[src/rtl/cfg_slave_pkg.sv]
package cfg_slave_pkg;
  typedef enum logic [2:0] {
    ST_IDLE,
    ST_RX,
    ST_ACK_OUT,
    ST_TX,
    ST_ACK_IN
  } bus_state_e;
endpackage

[src/rtl/cfg_bus_sync.sv]
module cfg_bus_sync #(
  parameter int STAGES = 2
) (
  input  logic clk_i,
  input  logic rst_ni,
  input  logic scl_i,
  input  logic sda_i,
  output logic sda_o,
  output logic scl_rise_o,
  output logic scl_fall_o,
  output logic start_o,
  output logic stop_o
);
  logic [STAGES-1:0] scl_q, sda_q;
  logic scl_d, sda_d, scl_s;

  always_ff @(posedge clk_i or negedge rst_ni) begin
    if (!rst_ni) begin
      scl_q <= '1;
      sda_q <= '1;
      scl_d <= 1'b1;
      sda_d <= 1'b1;
    end else begin
      scl_q <= {scl_q[STAGES-2:0], scl_i};
      sda_q <= {sda_q[STAGES-2:0], sda_i};
      scl_d <= scl_q[STAGES-1];
      sda_d <= sda_q[STAGES-1];
    end
  end

  assign scl_s      = scl_q[STAGES-1];
  assign sda_o      = sda_q[STAGES-1];
  assign scl_rise_o = scl_s & ~scl_d;
  assign scl_fall_o = ~scl_s & scl_d;
  // conditions only while SCL is steady high
  assign start_o    = scl_s & scl_d & sda_d & ~sda_o;
  assign stop_o     = scl_s & scl_d & ~sda_d & sda_o;
endmodule

[src/rtl/cfg_bus_ctrl.sv]
module cfg_bus_ctrl
  import cfg_slave_pkg::*;
#(
  parameter int          NUM_REGS = 7,
  parameter int          CW       = 5,
  parameter logic [7:0]  WR_ADDR  = 8'hD2,
  parameter logic [7:0]  RD_ADDR  = 8'hD3
) (
  input  logic                  clk_i,
  input  logic                  rst_ni,
  input  logic                  sda_i,
  input  logic                  scl_rise_i,
  input  logic                  scl_fall_i,
  input  logic                  start_i,
  input  logic                  stop_i,
  input  logic [NUM_REGS*8-1:0] regs_i,
  output logic                  sda_oe_o,
  output logic                  wr_valid_o,
  output logic [CW-1:0]         wr_idx_o,
  output logic [7:0]            wr_data_o,
  output logic                  rd_mode_o
);
  localparam logic [CW-1:0] CNT_MAX = '1;
  localparam logic [CW-1:0] HDR_LEN = CW'(2);
  localparam logic [CW-1:0] W_END   = CW'(NUM_REGS + 2);

  bus_state_e  state_q;
  logic [3:0]  bit_cnt_q;
  logic [7:0]  sh_q;
  logic [CW-1:0] cnt_q;
  logic        is_addr_q, is_read_q, nack_q;
  logic [7:0]  tx_byte;

  // byte 0 of a read is the count, then the registers, then released bus
  always_comb begin
    tx_byte = 8'hFF;
    if (cnt_q == '0) tx_byte = 8'(NUM_REGS);
    for (int i = 0; i < NUM_REGS; i++)
      if (cnt_q == CW'(i + 1)) tx_byte = regs_i[i*8 +: 8];
  end

  always_ff @(posedge clk_i or negedge rst_ni) begin
    if (!rst_ni) begin
      state_q    <= ST_IDLE;
      bit_cnt_q  <= '0;
      sh_q       <= '0;
      cnt_q      <= '0;
      is_addr_q  <= 1'b0;
      is_read_q  <= 1'b0;
      nack_q     <= 1'b0;
      sda_oe_o   <= 1'b0;
      wr_valid_o <= 1'b0;
      wr_idx_o   <= '0;
      wr_data_o  <= '0;
    end else begin
      wr_valid_o <= 1'b0;
      if (start_i) begin
        state_q   <= ST_RX;
        bit_cnt_q <= '0;
        is_addr_q <= 1'b1;
        is_read_q <= 1'b0;
        sda_oe_o  <= 1'b0;
      end else if (stop_i) begin
        state_q   <= ST_IDLE;
        is_read_q <= 1'b0;
        sda_oe_o  <= 1'b0;
      end else begin
        unique case (state_q)
          ST_RX: begin
            if (scl_rise_i && bit_cnt_q != 4'd8) begin
              sh_q      <= {sh_q[6:0], sda_i};
              bit_cnt_q <= bit_cnt_q + 4'd1;
            end else if (scl_fall_i && bit_cnt_q == 4'd8) begin
              bit_cnt_q <= '0;
              if (is_addr_q) begin
                is_addr_q <= 1'b0;
                cnt_q     <= '0;
                if (sh_q == WR_ADDR || sh_q == RD_ADDR) begin
                  is_read_q <= (sh_q == RD_ADDR);
                  sda_oe_o  <= 1'b1;
                  state_q   <= ST_ACK_OUT;
                end else begin
                  state_q <= ST_IDLE;
                end
              end else begin
                sda_oe_o <= 1'b1;
                state_q  <= ST_ACK_OUT;
                if (cnt_q >= HDR_LEN && cnt_q < W_END) begin
                  wr_valid_o <= 1'b1;
                  wr_idx_o   <= cnt_q - HDR_LEN;
                  wr_data_o  <= sh_q;
                end
                if (cnt_q != CNT_MAX) cnt_q <= cnt_q + 1'b1;
              end
            end
          end
          ST_ACK_OUT: begin
            if (scl_fall_i) begin
              if (is_read_q) begin
                sh_q      <= tx_byte;
                sda_oe_o  <= ~tx_byte[7];
                bit_cnt_q <= 4'd1;
                state_q   <= ST_TX;
                if (cnt_q != CNT_MAX) cnt_q <= cnt_q + 1'b1;
              end else begin
                sda_oe_o <= 1'b0;
                state_q  <= ST_RX;
              end
            end
          end
          ST_TX: begin
            if (scl_fall_i) begin
              if (bit_cnt_q == 4'd8) begin
                sda_oe_o <= 1'b0;
                state_q  <= ST_ACK_IN;
              end else begin
                sda_oe_o  <= ~sh_q[6];
                sh_q      <= {sh_q[6:0], 1'b0};
                bit_cnt_q <= bit_cnt_q + 4'd1;
              end
            end
          end
          ST_ACK_IN: begin
            if (scl_rise_i) nack_q <= sda_i;
            if (scl_fall_i) begin
              if (nack_q) begin
                state_q <= ST_IDLE;
              end else begin
                sh_q      <= tx_byte;
                sda_oe_o  <= ~tx_byte[7];
                bit_cnt_q <= 4'd1;
                state_q   <= ST_TX;
                if (cnt_q != CNT_MAX) cnt_q <= cnt_q + 1'b1;
              end
            end
          end
          default: sda_oe_o <= 1'b0;
        endcase
      end
    end
  end

  assign rd_mode_o = is_read_q;
endmodule

[src/rtl/cfg_reg_bank.sv]
module cfg_reg_bank #(
  parameter int                    NUM_REGS = 7,
  parameter int                    CW       = 5,
  parameter logic [NUM_REGS*8-1:0] DEFAULTS = '0,
  parameter logic [NUM_REGS*8-1:0] WMASK    = '1
) (
  input  logic                  clk_i,
  input  logic                  rst_ni,
  input  logic                  wr_valid_i,
  input  logic [CW-1:0]         wr_idx_i,
  input  logic [7:0]            wr_data_i,
  output logic [NUM_REGS*8-1:0] regs_o
);
  for (genvar g = 0; g < NUM_REGS; g++) begin : g_reg
    localparam logic [7:0] DEF = DEFAULTS[g*8 +: 8];
    localparam logic [7:0] MSK = WMASK[g*8 +: 8];
    logic [7:0] q;
    always_ff @(posedge clk_i or negedge rst_ni) begin
      if (!rst_ni) q <= DEF;
      else if (wr_valid_i && wr_idx_i == CW'(g))
        q <= (wr_data_i & MSK) | (DEF & ~MSK);
    end
    assign regs_o[g*8 +: 8] = q;
  end
endmodule

[src/rtl/cfg_block_slave.sv]
module cfg_block_slave #(
  parameter int                    NUM_REGS    = 7,
  parameter int                    SYNC_STAGES = 2,
  parameter logic [7:0]            WR_ADDR     = 8'hD2,
  parameter logic [7:0]            RD_ADDR     = 8'hD3,
  parameter logic [NUM_REGS*8-1:0] DEFAULTS    = 56'h3F_C7_7F_FF_00_A5_12,
  parameter logic [NUM_REGS*8-1:0] WMASK       = 56'h3F_FF_7F_FF_FF_FF_FF
) (
  input  logic                  clk_i,
  input  logic                  rst_ni,
  input  logic                  scl_i,
  input  logic                  sda_i,
  output logic                  sda_oe_o,
  output logic [NUM_REGS*8-1:0] regs_o
);
  localparam int CW = $clog2(NUM_REGS + 3) + 1;

  logic          sda_s, scl_rise, scl_fall, start_det, stop_det;
  logic          wr_valid, rd_mode;
  logic [CW-1:0] wr_idx;
  logic [7:0]    wr_data;

  cfg_bus_sync #(.STAGES(SYNC_STAGES)) i_sync (
    .clk_i, .rst_ni, .scl_i, .sda_i,
    .sda_o(sda_s), .scl_rise_o(scl_rise), .scl_fall_o(scl_fall),
    .start_o(start_det), .stop_o(stop_det)
  );

  cfg_bus_ctrl #(
    .NUM_REGS(NUM_REGS), .CW(CW), .WR_ADDR(WR_ADDR), .RD_ADDR(RD_ADDR)
  ) i_ctrl (
    .clk_i, .rst_ni, .sda_i(sda_s), .scl_rise_i(scl_rise), .scl_fall_i(scl_fall),
    .start_i(start_det), .stop_i(stop_det), .regs_i(regs_o),
    .sda_oe_o, .wr_valid_o(wr_valid), .wr_idx_o(wr_idx), .wr_data_o(wr_data),
    .rd_mode_o(rd_mode)
  );

  cfg_reg_bank #(
    .NUM_REGS(NUM_REGS), .CW(CW), .DEFAULTS(DEFAULTS), .WMASK(WMASK)
  ) i_regs (
    .clk_i, .rst_ni, .wr_valid_i(wr_valid), .wr_idx_i(wr_idx),
    .wr_data_i(wr_data), .regs_o
  );
endmodule

[config.mk]
export PLATFORM = sky130hd
export DESIGN_NAME = cfg_block_slave
export DESIGN_NICKNAME = d
export VERILOG_FILES = /design/src/rtl/cfg_slave_pkg.sv /design/src/rtl/cfg_bus_sync.sv /design/src/rtl/cfg_bus_ctrl.sv /design/src/rtl/cfg_reg_bank.sv /design/src/rtl/cfg_block_slave.sv
export SDC_FILE = /design/constraint.sdc
export NUM_CORES = 1
export LEC_CHECK = 0
export BUFFER_PORTS_ARGS = -buffer_cell sky130_fd_sc_hd__buf_2
export CAP_MARGIN = 20
export CORE_MARGIN = 4
export CORE_UTILIZATION = 60
export DETAILED_ROUTE_END_ITERATION = 8
export PLACE_DENSITY = 0.82
export SYNTH_ARGS = -nofsm -noshare
export SYNTH_HDL_FRONTEND = slang
export SYNTH_HIERARCHICAL = 1
export SYNTH_SLANG_ARGS = --single-unit
[constraint.sdc]
create_clock -name clk_i -period 4.3 [get_ports clk_i]
set_input_delay 0.86 -clock clk_i [delete_from_list [all_inputs] [get_ports clk_i]]
set_output_delay 0.86 -clock clk_i [all_outputs]
set_load 0.05 [all_outputs]
* Word level (Yosys, flattened, before mapping)
Index checks and enable logic that the tools add are counted.
Operators by class: add/subtract/negate cells 3, magnitude comparators 2, equality and inequality tests 49, multiplexer cells 81, bitwise logic cells 17, reductions and logical operators 32
Operators with widths (number):
- $mux W8 | 15
- $mux W4 | 10
- $mux W5 | 8
- $eq A5 B3 Y1 const B | 7
- $pmux W8 S4 | 1
- $mux W1 | 31
- $mux W3 | 8
- $ne A4 B1 Y1 const B | 6
- $reduce_and A7 Y1 | 3
- $eq A5 B2 Y1 const B | 4
- $reduce_and A9 Y1 | 2
- $eq A8 B8 Y1 const B | 2
- $ne A2 B1 Y1 const B | 8
- $pmux W4 S4 | 1
- $ne A3 B1 Y1 const B | 5
- $pmux W5 S3 | 1
- $reduce_bool A3 Y1 | 5
- $pmux W3 S4 | 1
- $eq A5 B1 Y1 const B | 2
- $logic_and A1 B1 Y1 | 10
- $logic_not A5 Y1 | 2
- $not A1 Y1 | 10
- $reduce_and A10 Y1 | 1
- $mux W2 | 4
- 24 further kinds | 37
Word-level totals: register bits after elaboration 97, input port bits 4, output and inout bits 57, word-level logic and storage cells 206

* Depth between registers and ports, before layout
Gate-level depths: netlist of run 1.
depth in word-level cells 15, depth in mapped cells 9, mapped depth without buffers 7

* Cells and area by module
The synthesis of run 1 kept the hierarchy.
By module, submodules not included:
- cfg_bus_ctrl | times used 1, cells an instance 346, area each 3051.7 µm², sequential area each 950.9 µm²
- cfg_reg_bank | times used 1, cells an instance 123, area each 2089.5 µm², sequential area each 1366.3 µm²
- cfg_bus_sync | times used 1, cells an instance 10, area each 190.2 µm², sequential area each 157.7 µm²

* Worst setup path after synthesis of run 1
Ideal clock, no wire load.
path type register -> register, from register i_sync.sda_q[1], to register i_ctrl.wr_data_o[3], setup time 0.125 ns, arrival 2.493 ns, required time 4.175 ns, setup slack 1.682 ns, stages on the path, launching flop included 9, path buffers 3, clock period less this slack 2.618 ns, cell sequence dfstp_2 and4b_1 buf_6 or2_1 buf_6 or3_4 a2111oi_4 buf_6 mux2_4
Between the ends: longest elaborated chain between the ends 4, elaborated cells between the ends (all ways) 6, classes of those cells bitwise (5); reduce/logical (1)
Ends and longest elaborated chain:
- from (decl) | line cfg_bus_sync.sv:14 | logic [STAGES-1:0] scl_q, sda_q;
- from (signal assigned) | line cfg_bus_sync.sv:25 | sda_q <= {sda_q[STAGES-2:0], sda_i};
- $not A1 Y1 | line cfg_bus_sync.sv:36 | assign start_o = scl_s & scl_d & sda_d & ~sda_o;
- $and A1 B1 Y1 | line cfg_bus_sync.sv:36
- via start_det | line cfg_block_slave.sv:18 | logic sda_s, scl_rise, scl_fall, start_det, stop_det;
- $not A1 Y1 (no line)
- $reduce_and A7 Y1 (no line)
- to (signal assigned) | line cfg_bus_ctrl.sv:91 | wr_data_o <= sh_q;
- to (decl) | line cfg_bus_ctrl.sv:20 | output logic [7:0] wr_data_o,
The timed path passes the listed nets, and every way through them passes these cells. A chain may end at the register's enable or synchronous reset.

* Worst setup path in the final report of run 1
from register i_ctrl.cnt_q[0], to register i_ctrl.sh_q[7]
Between the ends: longest elaborated chain between the ends 12, elaborated cells between the ends (all ways) 21, classes of those cells eq/ne (7); mux (13); reduce/logical (1)
Ends and longest elaborated chain:
- from (decl) | line cfg_bus_ctrl.sv:30 | logic [CW-1:0] cnt_q;
- from (signal assigned) | line cfg_bus_ctrl.sv:93 | if (cnt_q != CNT_MAX) cnt_q <= cnt_q + 1'b1;
- from (signal assigned) | line cfg_bus_ctrl.sv:104 | if (cnt_q != CNT_MAX) cnt_q <= cnt_q + 1'b1;
- from (signal assigned) | line cfg_bus_ctrl.sv:133 | if (cnt_q != CNT_MAX) cnt_q <= cnt_q + 1'b1;
- $logic_not A5 Y1 | line cfg_bus_ctrl.sv:37 | if (cnt_q == '0) tx_byte = 8'(NUM_REGS);
- $mux W8 | line cfg_bus_ctrl.sv:37
- $mux W8 (6 in series) | line cfg_bus_ctrl.sv:39 | if (cnt_q == CW'(i + 1)) tx_byte = regs_i[i*8 +: 8];
- $mux W8 (*) | line cfg_bus_ctrl.sv:39
- $mux W8, on equally long branches | line cfg_bus_ctrl.sv:126, cfg_bus_ctrl.sv:99
- $mux W8, on equally long branches | line cfg_bus_ctrl.sv:125, cfg_bus_ctrl.sv:98
- $pmux W8 S4 (*) | line cfg_bus_ctrl.sv:68 | unique case (state_q)
- to (signal assigned) | line cfg_bus_ctrl.sv:71 | sh_q <= {sh_q[6:0], sda_i};
- to (signal assigned) | line cfg_bus_ctrl.sv:118 | sh_q <= {sh_q[6:0], 1'b0};
- to (signal assigned) | line cfg_bus_ctrl.sv:129 | sh_q <= tx_byte;
- to (decl) | line cfg_bus_ctrl.sv:29 | logic [7:0] sh_q;
Every way passes the cells marked *; elsewhere a longest branch is shown, timed or not. The select of a mux whose other input is x is not followed.

==> reports/qor.csv, run 1 <==
stage,metric,value,unit
clock_tree,CTS Buf Count,9,
synth,post-synthesis async set-or-reset flop share,100,%
floorplan,IO Pins,61,
synth,Mean Syn Cell Area,11.1,um2
clock_tree,Clock transition at path regs,0.10,ns
detailed_routing,ANT nets after route,0,
timing,slew at the pin closest to its max-slew limit,0.998,ns
pwr,Net Sw Power,0.524,mW
pwr,post-route total power,1.81,mW
timing,final hold vios,0,
detailed_routing,DRC viols,0,
floorplan,Core Box Area,8680,um2
final_layout,layout cell share with drive strength beyond 1,38.0,%
detailed_routing,Initial DRC Count,343,
final_layout,design area,5850,um2
critical_path,CP startpoint kind,flop,
clock_tree,H-tree level count,3,
floorplan,die area,10500,um2
synth,Synth warnings,6,
clock_tree,root buffer cell,clkbuf_8,
critical_path,Worst Setup EP,i_ctrl/sh_q[7],
final_layout,final-stage net count,537,
run,MaxCap Viol Count,0,
clock_tree,CTS Sinks,97,
clock_tree,CTS Hold Bufs,0,
status,status,"finished, final reports clean",
global_routing,vias in the first global route,4118,
pwr,Sw Ratio,29.0,%
clock_tree,TritonCTS clock tree,built,
placement,HPWL Detailed,9400,um
detailed_routing,Routed WL per cell,21.1,um
final_layout,fillcell total,682,
synth,"top cells by area, synth","dfrtp_1, dfstp_2, mux2_2, a21oi_1, nor2b_1",
detailed_routing,Routed WL,13500,um
pwr,clock share of power,32.5,%
critical_path,Critical Path RT,4.55,ns
final_layout,synthesis-to-layout area growth,9.81,%
critical_path,Crit. End Element,flop,
critical_path,critical path type,reg -> reg,
synth,number of enable flip-flop cells after synthesis,0,
timing,Setup TNS,0,ns
critical_path,critical-path maximum fanout,24,
synth,Compound-Gate Fraction of Synth Area,15.7,%
synth,"Cell Area, Synth",5330,um2
floorplan,Starting Density,61.4,%
pwr,Lkg Pwr,2.73,nW
synth,Simple-Gate Fraction of Synth Area,15.7,%
placement,port buffer count,57,
final_layout,"commonest cells after routing, fill and taps aside","mux2_2, dfrtp_1, buf_2",
critical_path,reg2reg path depth,6,
clock_tree,Post-CTS Repair Setup Buffers,0,
timing,RSZ-0062 raised after global routing,false,
detailed_routing,Pre-Repair DR Iteration Count,5,
pwr,Flop pwr share,57.0,%
pwr,pwr dens,309,nW/um2
placement,Post-DP Area,5630,um2
pwr,Comb pwr share,10.5,%
timing,Layout Skew,0.0135,ns
timing,fin crit period,3.02,ns
synth,"flops & latches, synth",97,
floorplan,FP Rows,34,
detailed_routing,vias,4129,
global_routing,initial antenna violation count,0,
pwr,VDD IR-drop max,240,uV
synth,largest family of logic cells by synthesized area,multiplexers,
placement,Placer Congestion,0.949,
clock_tree,Worst-Skew Late Latency,0.37,ns
synth,"area leader, netlist",dfrtp_1,
pwr,Pint,1.28,mW
detailed_routing,Via density,6.48,
global_routing,Overflow after GRT,0,
global_routing,first-pass GRT wire length,21600,um
critical_path,Critical Path AT,3.27,ns
synth,post-synthesis sequential area ratio,46.4,%
timing,max-slew violations,0,
synth,Synth Area in XOR/XNOR,0.329,%
final_layout,"commonest non-fill, non-tap cell in the layout",mux2_2,
worst_hold_path,Hold Crit Class,in -> async,
critical_path,Crit Reg-Reg Startpoint,i_ctrl/cnt_q[0],
critical_path,critical path launch point,i_ctrl/cnt_q[0],
global_routing,GRT Total Usage,26.6,%
clock_tree,Clock Path Buffers,2,
final_layout,ant diodes,0,
synth,Gate Count Post-Synth,479,
critical_path,r2r setup slk,1.28,ns
timing,Tcrit/Tclk final,70.1,%
timing,Final Setup Violations,0,
floorplan,die width,102,um
synth,synth unique cells,69,
synth,Most used DFF post-synth,dfrtp_1,
floorplan,Die H,102,um
global_routing,largest net degree at the start of global routing,87,
timing,Fmax,332,MHz
critical_path,r2r endpoint,i_ctrl/sh_q[7],
synth,post-synthesis mux area share,15.9,%
clock_tree,Resize count post-CTS,0,
synth,area share of the largest cell type after synthesis,27.7,%
synth,Synth Area in Adders,2.11,%
timing,Max-slew headroom,33.5,%
## final cells by class
| class | instances | area [um2] | area share (%) |
|---|---|---|---|
| clock buffers | 10 | 138 | 2.35 |
| multi-input cells | 342 | 2660 | 45.5 |
| inverters | 14 | 52.6 | 0.898 |
| repair buffers | 60 | 330 | 5.64 |
| flip-flops and latches | 97 | 2470 | 42.3 |
| well taps | 108 | 135 | 2.31 |
| clock inverters | 6 | 62.6 | 1.07 |
## layer usage
metal,global-route usage (%),vias to the layer above,routed length (um)
li1,-,1869,-
met1,38.1,2063,6160
met2,41.6,170,6270
met3,5.39,27,797
met4,7.16,0,217
met5,0,-,0
## worst min path at each step
stage / cells after the start / end / startpoint
after global routing: 1 / i_ctrl/cnt_q[2] / rst_ni
after floorplan: 0 / i_sync/scl_q[1] / i_sync/scl_q[0]
after global placement: 0 / i_sync/sda_q[1] / i_sync/sda_q[0]
final: 1 / i_ctrl/cnt_q[2] / rst_ni
after CTS: 0 / i_sync/scl_q[1] / i_sync/scl_q[0]
after detailed placement: 0 / i_sync/scl_q[1] / i_sync/scl_q[0]
## stage by stage
| step | setup slack, ns | hold WS, ns | instances | utilization (%) |
|---|---|---|---|---|
| 6_report | 1.28 | 0.314 | 637 | 67.5 |
| 2_1_floorplan | 1.68 | 0.345 | 481 | - |
| 3_5_place_dp | 1.39 | 0.347 | 620 | 64.8 |
| 4_1_cts | 1.35 | 0.361 | 636 | 67.1 |
| 3_3_place_gp | 1.44 | 0.346 | 620 | 64.8 |
| 5_1_grt | 1.14 | 0.310 | 637 | 67.5 |
## power groups by stage
| stage | clock (mW) | sequential (mW) | combinational [mW] |
|---|---|---|---|
| floorplan | 0 | 1.03 | 0.128 |
| global placement | 0 | 1.04 | 0.176 |
| detailed placement | 0 | 1.04 | 0.184 |
| CTS | 0.595 | 1.03 | 0.186 |
| global route | 0.634 | 1.04 | 0.212 |
| finish | 0.587 | 1.03 | 0.189 |
## logic make-up (layout without fill, tap and decap cells)
family          after synthesis  count (layout)
compound gates              109             109
xor+xnor                      2               2
fa+ha+maj                     9               9
buf+inv                      42              90
flops                        97              97
mux                          73              73
other cells                   1               3
simple gates                146             146
## synth_stat cells, drive strengths merged (5+ instances only)
| library cell | n |
|---|---|
| nand2b | 10 |
| mux2 | 68 |
| nor3 | 6 |
| clkbuf | 16 |
| o21ai | 17 |
| dfstp | 38 |
| ha | 9 |
| nor2 | 21 |
| nor4 | 7 |
| a31oi | 7 |
| o221a | 5 |
| a2bb2oi | 7 |
| nand2 | 34 |
| a21oi | 30 |
| buf | 12 |
| and2 | 5 |
| mux2i | 5 |
| nand3 | 9 |
| nor2b | 22 |
| dfrtp | 59 |
| inv | 14 |
## worst max-delay path, cell delays in order, from the launching register on
cell,delay [ns]
dfrtp_1,0.50
ha_1,0.81
inv_1,0.44
o21a_1,0.30
o32ai_1,0.38
a31oi_1,0.15
mux2_2,0.31
## sequential cells by signal (all words and copies together), names as in the netlist, 2 cells and up
name              count
i_ctrl/wr_data_o      8
i_ctrl/bit_cnt_q      4
i_regs/g.q           53
i_ctrl/state_q        3
i_sync/scl_q          2
i_ctrl/cnt_q          5
i_ctrl/wr_idx_o       5
i_sync/sda_q          2
i_ctrl/sh_q           8
Note: power is estimated with default switching activity, not from simulation.
==> run 2, diff against run 1 <==
--- a/config.mk
+++ b/config.mk
@@ -5,12 +5,13 @@
 export SDC_FILE = /design/constraint.sdc
 export NUM_CORES = 1
 export LEC_CHECK = 0
+export ABC_AREA = 1
 export BUFFER_PORTS_ARGS = -buffer_cell sky130_fd_sc_hd__buf_2
 export CAP_MARGIN = 20
 export CORE_MARGIN = 4
-export CORE_UTILIZATION = 60
+export CORE_UTILIZATION = 59
 export DETAILED_ROUTE_END_ITERATION = 8
-export PLACE_DENSITY = 0.82
+export PLACE_DENSITY = 0.8
 export SYNTH_ARGS = -nofsm -noshare
 export SYNTH_HDL_FRONTEND = slang
 export SYNTH_HIERARCHICAL = 1
==> constraint.sdc (replaced) <==
create_clock -name clk_i -period 2.9 [get_ports clk_i]
set_input_delay 0.58 -clock clk_i [delete_from_list [all_inputs] [get_ports clk_i]]
set_output_delay 0.58 -clock clk_i [all_outputs]
set_load 0.05 [all_outputs]
==> run 2 against run 1 <==
Net effect:
- final cell count is 37% higher
- combinational power grew to 11 times the previous value
- die area rose by 2.6%
- register-to-register slack got worse by 0.73 ns
- largest power group is now combinational cells
- utilization shrank 0.27 points
- synthesized cell count grew 47%
- count of clock-buffer cells in the layout decreased by 1
- wire length grew 4.5%
==> reports/qor.csv, run 2 <==
stage,metric,value,unit,change
clock_tree,Worst-Skew Late Latency,0.37,ns,about the same
critical_path,Crit Reg-Reg Startpoint,i_ctrl/cnt_q[0],,
timing,fin crit period,2.35,ns,-0.665 ns
synth,post-synthesis async set-or-reset flop share,100,%,unchanged
synth,Most used DFF post-synth,dfrtp_1,,
floorplan,die width,104,um,+1.3%
clock_tree,CTS Buf Count,9,,unchanged
critical_path,reg2reg path depth,12,,+6
synth,Synth warnings,6,,unchanged
global_routing,busiest grt layer,met2,,
timing,Max-slew headroom,49.6,%,+16 points
floorplan,IO Pins,61,,unchanged
placement,HPWL Detailed,10400,um,+11%
critical_path,r2r setup slk,0.55,ns,-0.73 ns
critical_path,critical path type,reg -> reg,,
timing,Final Setup Violations,0,,unchanged
critical_path,r2r endpoint,i_ctrl/wr_idx_o[4],,
placement,port buffer count,57,,unchanged
final_layout,max reg flops,53,,unchanged
placement,placed cell count,856,,+38%
timing,Layout Skew,0.00982,ns,-0.00370 ns
critical_path,Critical Path AT,2.61,ns,-0.66 ns
synth,Gate Count Post-Synth,704,,+47%
synth,most instantiated library cell after synthesis,nand2_1,,
placement,Placer Congestion,0.928,,-2.2%
floorplan,Starting Density,61.2,%,-0.22 points
floorplan,die area,10700,um2,+2.6%
detailed_routing,Routed WL per cell,16.1,um,-24%
final_layout,synthesis-to-layout area growth,9.77,%,about the same
final_layout,area of the multi-input gates,2450,um2,-7.8%
clock_tree,TritonCTS clock tree,built,,
floorplan,Core Box Area,8810,um2,+1.5%
critical_path,CP startpoint kind,flop,,
global_routing,largest net degree at the start of global routing,54,,-38%
timing,Tcrit/Tclk final,81.1,%,+11 points
final_layout,final-stage net count,772,,+44%
timing,final hold vios,0,,unchanged
detailed_routing,Pre-Repair DR Iteration Count,5,,unchanged
clock_tree,Post-CTS Repair Setup Buffers,0,,unchanged
final_layout,design area,5920,um2,+1.1%
clock_tree,root buffer cell,clkbuf_8,,
detailed_routing,Initial DRC Count,353,,+2.9%
clock_tree,CTS Hold Bufs,0,,unchanged
timing,Setup TNS,0,ns,unchanged
run,MaxCap Viol Count,0,,unchanged
pwr,VDD IR-drop max,516,uV,+120%
synth,number of enable flip-flop cells after synthesis,0,,unchanged
global_routing,M1 GR Usage,35.5,%,-2.6 points
timing,slew at the pin closest to its max-slew limit,0.755,ns,-0.243 ns
critical_path,Critical Path RT,3.16,ns,-1.39 ns
detailed_routing,Routed WL,14100,um,+4.5%
final_layout,Largest regs,"i_regs/g.q: 53 flops, i_ctrl/sh_q: 8 flops, i_ctrl/wr_data_o: 8 flops",,
global_routing,vias in the first global route,4674,,+14%
status,status,"finished, final reports clean",,
worst_hold_path,Hold Crit Class,in -> async,,
synth,post-synthesis sequential area ratio,45.9,%,-0.51 points
final_layout,"Cell Count, Final, Fillers Out",872,,+37%
pwr,pwr dens,828,nW/um2,+170%
critical_path,Crit. End Element,flop,,
detailed_routing,ANT nets after route,0,,unchanged
final_layout,"commonest cells after routing, fill and taps aside","nand2_1, nand3_1, inv_1",,
clock_tree,Resize count post-CTS,0,,unchanged
synth,Mean Syn Cell Area,7.66,um2,-31%
clock_tree,H-tree level count,3,,unchanged
floorplan,FP Rows,34,,unchanged
final_layout,ant diodes,0,,unchanged
detailed_routing,DRC viols,0,,unchanged
critical_path,critical-path maximum fanout,12,,-50%
synth,"area leader, netlist",dfrtp_1,,
placement,Post-DP Area,5720,um2,+1.6%
synth,"flops & latches, synth",97,,unchanged
synth,synth unique cells,41,,-41%
global_routing,Overflow after GRT,0,,unchanged
final_layout,"commonest non-fill, non-tap cell in the layout",nand2_1,,
clock_tree,CTS Sinks,97,,unchanged
synth,"top cells by area, synth","dfrtp_1, dfstp_2, nand2_1, nand3_1, inv_1",,
synth,"Cell Area, Synth",5390,um2,+1.1%
pwr,Lkg Pwr,3.23,nW,+18%
floorplan,Die H,104,um,+1.3%
final_layout,share of the core filled with cells,67.2,%,-0.27 points
global_routing,initial antenna violation count,0,,unchanged
synth,area share of the largest cell type after synthesis,27.4,%,-0.30 points
clock_tree,Clock transition at path regs,0.10,ns,about the same
final_layout,layout cell share with drive strength beyond 1,20.5,%,-17 points
pwr,post-route total power,4.90,mW,+170%
global_routing,M3 GR Usage,5.29,%,-0.11 points
detailed_routing,Via density,5.52,,-15%
timing,RSZ-0062 raised after global routing,false,,
timing,max-slew violations,0,,unchanged
final_layout,Top reg by flops,i_regs/g.q,,
synth,commonest cells in the netlist,"nand2_1, nand3_1, inv_1, dfrtp_1, nor2_1",,
detailed_routing,vias,4817,,+17%
global_routing,first-pass GRT wire length,23500,um,+8.6%
global_routing,M2 GR Usage,45.3,%,+3.7 points
clock_tree,Clock Path Buffers,2,,unchanged
global_routing,GRT Total Usage,27.1,%,+0.50 points
final_layout,Seq. cell area,2470,um2,unchanged
timing,Fmax,425,MHz,+28%
final_layout,fillcell total,774,,+13%
run 2: metrics by stage:
stage	hold slack [ns]	setup slack [ns]
floorplan	0.284	1.05
global placement	0.346	0.690
detailed placement	0.348	0.591
CTS	0.195	0.551
global route	0.215	0.342
finish	0.183	0.549
run 2: routing by layer:
layer / share of wire [%] / up-vias
li1: - / 2349
met1: 43 / 2250
met2: 48 / 189
met3: 7.0 / 29
met4: 2.1 / 0
met5: 0 / -
run 2: logic make-up (layout without fill, tap and decap cells):
group           after synthesis  in the layout  synth area share, %
buf+inv                     104            162                 8.70
other cells                   1              3               0.0696
compound gates               73             73                 7.52
flops                        97             97                 45.9
simple gates                413            413                 34.6
xor+xnor                      7              7                 1.14
fa+ha+maj                     9              9                 2.09
run 2: critical path: stages (launching register included):
cell and delay [ns]:
dfrtp_1 0.43, inv_1 0.19, ha_1 0.18, inv_1 0.06, nor2_4 0.26, nand2_4 0.12, inv_4 0.12, nor3_2 0.05
nor4_2 0.15, nand2_1 0.26, or2_1 0.28, o21ai_1 0.08, inv_1 0.05
run 2: final cells by class:
| type | instances | area share (%) |
|---|---|---|
| clock inverter | 7 | 1.29 |
| multi-input combinational | 505 | 41.5 |
| sequential | 97 | 41.8 |
| timing repair buffer | 61 | 5.58 |
| inverter | 85 | 5.46 |
| clock buffer | 9 | 2.09 |
| tap | 108 | 2.28 |
run 2: power by group:
part	internal, mW	total (mW)	leakage [nW]	switching (mW)
Sequential	1.55	1.87	1.17	0.323
Clock	0.408	0.912	0.102	0.504
Combinational	0.658	2.12	1.96	1.46
run 2: worst max path at each step:
stage,depth (start not counted),slack [ns],end,start
2_1_floorplan,13,1.05,i_ctrl/wr_data_o[4],i_ctrl/cnt_q[0]
3_3_place_gp,12,0.69,i_ctrl/wr_idx_o[4],i_ctrl/cnt_q[0]
3_5_place_dp,12,0.59,i_ctrl/wr_idx_o[4],i_ctrl/cnt_q[0]
4_1_cts,12,0.55,i_ctrl/wr_idx_o[4],i_ctrl/cnt_q[0]
5_1_grt,12,0.34,i_ctrl/wr_idx_o[4],i_ctrl/cnt_q[0]
6_report,12,0.55,i_ctrl/wr_idx_o[4],i_ctrl/cnt_q[0]
==> run 3, diff against run 2 <==
--- a/config.mk
+++ b/config.mk
@@ -9,9 +9,9 @@
 export BUFFER_PORTS_ARGS = -buffer_cell sky130_fd_sc_hd__buf_2
 export CAP_MARGIN = 20
 export CORE_MARGIN = 4
-export CORE_UTILIZATION = 59
+export CORE_UTILIZATION = 53
 export DETAILED_ROUTE_END_ITERATION = 8
-export PLACE_DENSITY = 0.8
+export PLACE_DENSITY = 0.76
 export SYNTH_ARGS = -nofsm -noshare
 export SYNTH_HDL_FRONTEND = slang
 export SYNTH_HIERARCHICAL = 1
==> constraint.sdc (replaced) <==
create_clock -name clk_i -period 2.12 [get_ports clk_i]
set_input_delay 0.424 -clock clk_i [delete_from_list [all_inputs] [get_ports clk_i]]
set_output_delay 0.424 -clock clk_i [all_outputs]
set_load 0.05 [all_outputs]
==> run 3 against run 2 <==
Net effect:
- sequential cell count did not move
- non-clock buffer count rose by 20
- utilization decreased by 4.4 points
- combinational power increased by 52%
- die area increased by 10%
- clock power increased by 38%
- sequential share of layout area shrank 1.6 points
- via count increased by 2.8%
- count of clock-buffer cells in the layout is the same
- sequential power up 37%
- highest routed layer unchanged
==> reports/qor.csv, run 3 (synthesized netlist as in run 2, its figures left out) <==
stage,metric,value,unit,change
status,status,"finished, final reports clean",,
floorplan,die area,11800,um2,+10%
detailed_routing,Routed WL per cell,15.8,um,-2.0%
timing,Fmax,487,MHz,+14%
critical_path,Critical Path AT,2.31,ns,-0.30 ns
timing,Tcrit/Tclk final,96.9,%,+16 points
critical_path,Critical Path RT,2.38,ns,-0.78 ns
final_layout,area of the multi-input gates,2500,um2,+1.7%
clock_tree,CTS Buf Count,9,,unchanged
placement,placed cell count,897,,+4.8%
timing,final hold vios,0,,unchanged
pwr,Lkg Pwr,3.33,nW,+3.1%
clock_tree,Clock transition at path regs,0.10,ns,about the same
final_layout,Seq. cell area,2480,um2,+0.15%
worst_hold_path,Hold Crit Class,in -> async,,
clock_tree,Clock Path Buffers,2,,unchanged
critical_path,critical path type,reg -> reg,,
clock_tree,root buffer cell,clkbuf_8,,
pwr,VDD IR-drop max,714,uV,+38%
global_routing,GRT Total Usage,25.7,%,-1.5 points
detailed_routing,Pre-Repair DR Iteration Count,6,,+1
global_routing,first-pass GRT wire length,23600,um,+0.41%
timing,Layout Skew,0.0123,ns,+0.00245 ns
global_routing,initial antenna violation count,0,,unchanged
final_layout,"commonest cells after routing, fill and taps aside","nand2_1, nand3_1, inv_1",,
final_layout,ant diodes,0,,unchanged
critical_path,critical-path maximum fanout,9,,-3
floorplan,die width,109,um,+5.1%
placement,HPWL Detailed,10700,um,+2.7%
detailed_routing,vias,4953,,+2.8%
timing,Final Setup Violations,0,,unchanged
floorplan,IO Pins,61,,unchanged
timing,slew at the pin closest to its max-slew limit,0.543,ns,-0.212 ns
run,MaxCap Viol Count,0,,unchanged
floorplan,Die H,109,um,+5.1%
detailed_routing,Via density,5.40,,-2.2%
detailed_routing,Initial DRC Count,352,,-0.28%
clock_tree,CTS Sinks,97,,unchanged
detailed_routing,ANT nets after route,0,,unchanged
pwr,pwr dens,1140,nW/um2,+38%
timing,max-slew violations,0,,unchanged
final_layout,final-stage net count,792,,+2.6%
detailed_routing,Routed WL,14500,um,+3.1%
critical_path,CP startpoint kind,flop,,
final_layout,max reg flops,53,,unchanged
timing,fin crit period,2.05,ns,-0.297 ns
floorplan,FP Rows,36,,+5.9%
clock_tree,Worst-Skew Late Latency,0.37,ns,about the same
final_layout,fillcell total,867,,+12%
floorplan,Core Box Area,9820,um2,+12%
final_layout,Largest regs,"i_regs/g.q: 53 flops, i_ctrl/sh_q: 8 flops, i_ctrl/wr_data_o: 8 flops",,
global_routing,largest net degree at the start of global routing,40,,-26%
placement,port buffer count,57,,unchanged
final_layout,"commonest non-fill, non-tap cell in the layout",nand2_1,,
critical_path,Crit. End Element,flop,,
final_layout,"Cell Count, Final, Fillers Out",917,,+5.2%
clock_tree,CTS Hold Bufs,0,,unchanged
global_routing,Overflow after GRT,0,,unchanged
pwr,post-route total power,7.04,mW,+44%
clock_tree,TritonCTS clock tree,built,,
final_layout,Top reg by flops,i_regs/g.q,,
timing,Max-slew headroom,63.7,%,+14 points
clock_tree,H-tree level count,3,,unchanged
global_routing,vias in the first global route,4706,,+0.68%
detailed_routing,DRC viols,0,,unchanged
final_layout,synthesis-to-layout area growth,14.4,%,
floorplan,Starting Density,54.9,%,-6.3 points
placement,Placer Congestion,0.958,,+3.2%
final_layout,layout cell share with drive strength beyond 1,24.6,%,+4.1 points
[run 3: cell count changes in the layout (fill, tap and decap cells not counted), sizes merged]
cell | before | now
buf | 61 | 81
[run 3: layout make-up]
cell class	count	share of cell area [%]
clock buffers	9	2.01
clock inverters	7	1.26
inverters	85	5.28
multi-input cells	505	40.5
flip-flops and latches	97	40.2
well taps	133	2.70
repair buffers	81	8.06
[run 3: path summary, 6_finish.rpt]
kind,from,end,slack (ns),cells after the start
setup / recovery,i_ctrl/cnt_q[0],i_ctrl/sh_q[2],0.07,13
hold / removal,rst_ni,i_regs/g_reg[0].q[7],0.01,1
setup reg to reg,i_ctrl/cnt_q[0],i_ctrl/sh_q[2],0.07,13
hold reg to reg,i_sync/scl_q[0],i_sync/scl_q[1],0.36,0
max in group asynchronous,rst_ni,i_regs/g_reg[4].q[6],1.41,2
min in group clk_i,sda_i,i_sync/sda_q[0],0.14,1
[run 3: repair_timing]
item / in CTS / in global routing
endpoints found under the setup margin: 1 / 30
setup buffers: 0 / 4
pin swaps: 0 / 3
gates resized for setup: 1 / 22
[run 3: report_power, final]
group | total (mW) | switching, mW | leakage (nW) | internal (mW)
logic | 3.22 | 2.10 | 2.06 | 1.12
registers | 2.56 | 0.441 | 1.17 | 2.12
clock network | 1.26 | 0.697 | 0.101 | 0.559
total | 7.04 | 3.24 | 3.33 | 3.80
[run 3: metrics by stage]
step / utilization, % / area [um2] / setup WS, ns / hold WS (ns) / setup TNS (ns)
2_1_floorplan: - / 5400 / 0.273 / 0.128 / 0
3_3_place_gp: 59.8 / 5870 / 0.0936 / 0.346 / 0
3_5_place_dp: 59.8 / 5870 / 0.0123 / 0.348 / 0
4_1_cts: 61.8 / 6070 / 0.00188 / 0.0195 / 0
5_1_grt: 62.8 / 6160 / -0.0237 / 0.0251 / -0.0521
6_report: 62.8 / 6160 / 0.0664 / 0.0109 / 0
[run 3: per-layer routing]
metal	vias up	GRT usage, %	wire [um]
met5	-	0	0
met4	0	8.30	199
met3	21	4.44	1110
met2	212	41.4	6870
met1	2341	35.3	6310
li1	2379	-	-
[run 3: worst max-delay path, stage by stage, from the launching register on]
cell and delay (ns):
dfrtp_1 0.43, inv_2 0.11, buf_12 0.11, ha_1 0.13, inv_1 0.05, nor2_1 0.15, nand2_1 0.20, or2_2 0.33
nand3_1 0.11, nand2_1 0.07, nand2_1 0.06, nand2_1 0.06, nand2_1 0.07, a21oi_1 0.07
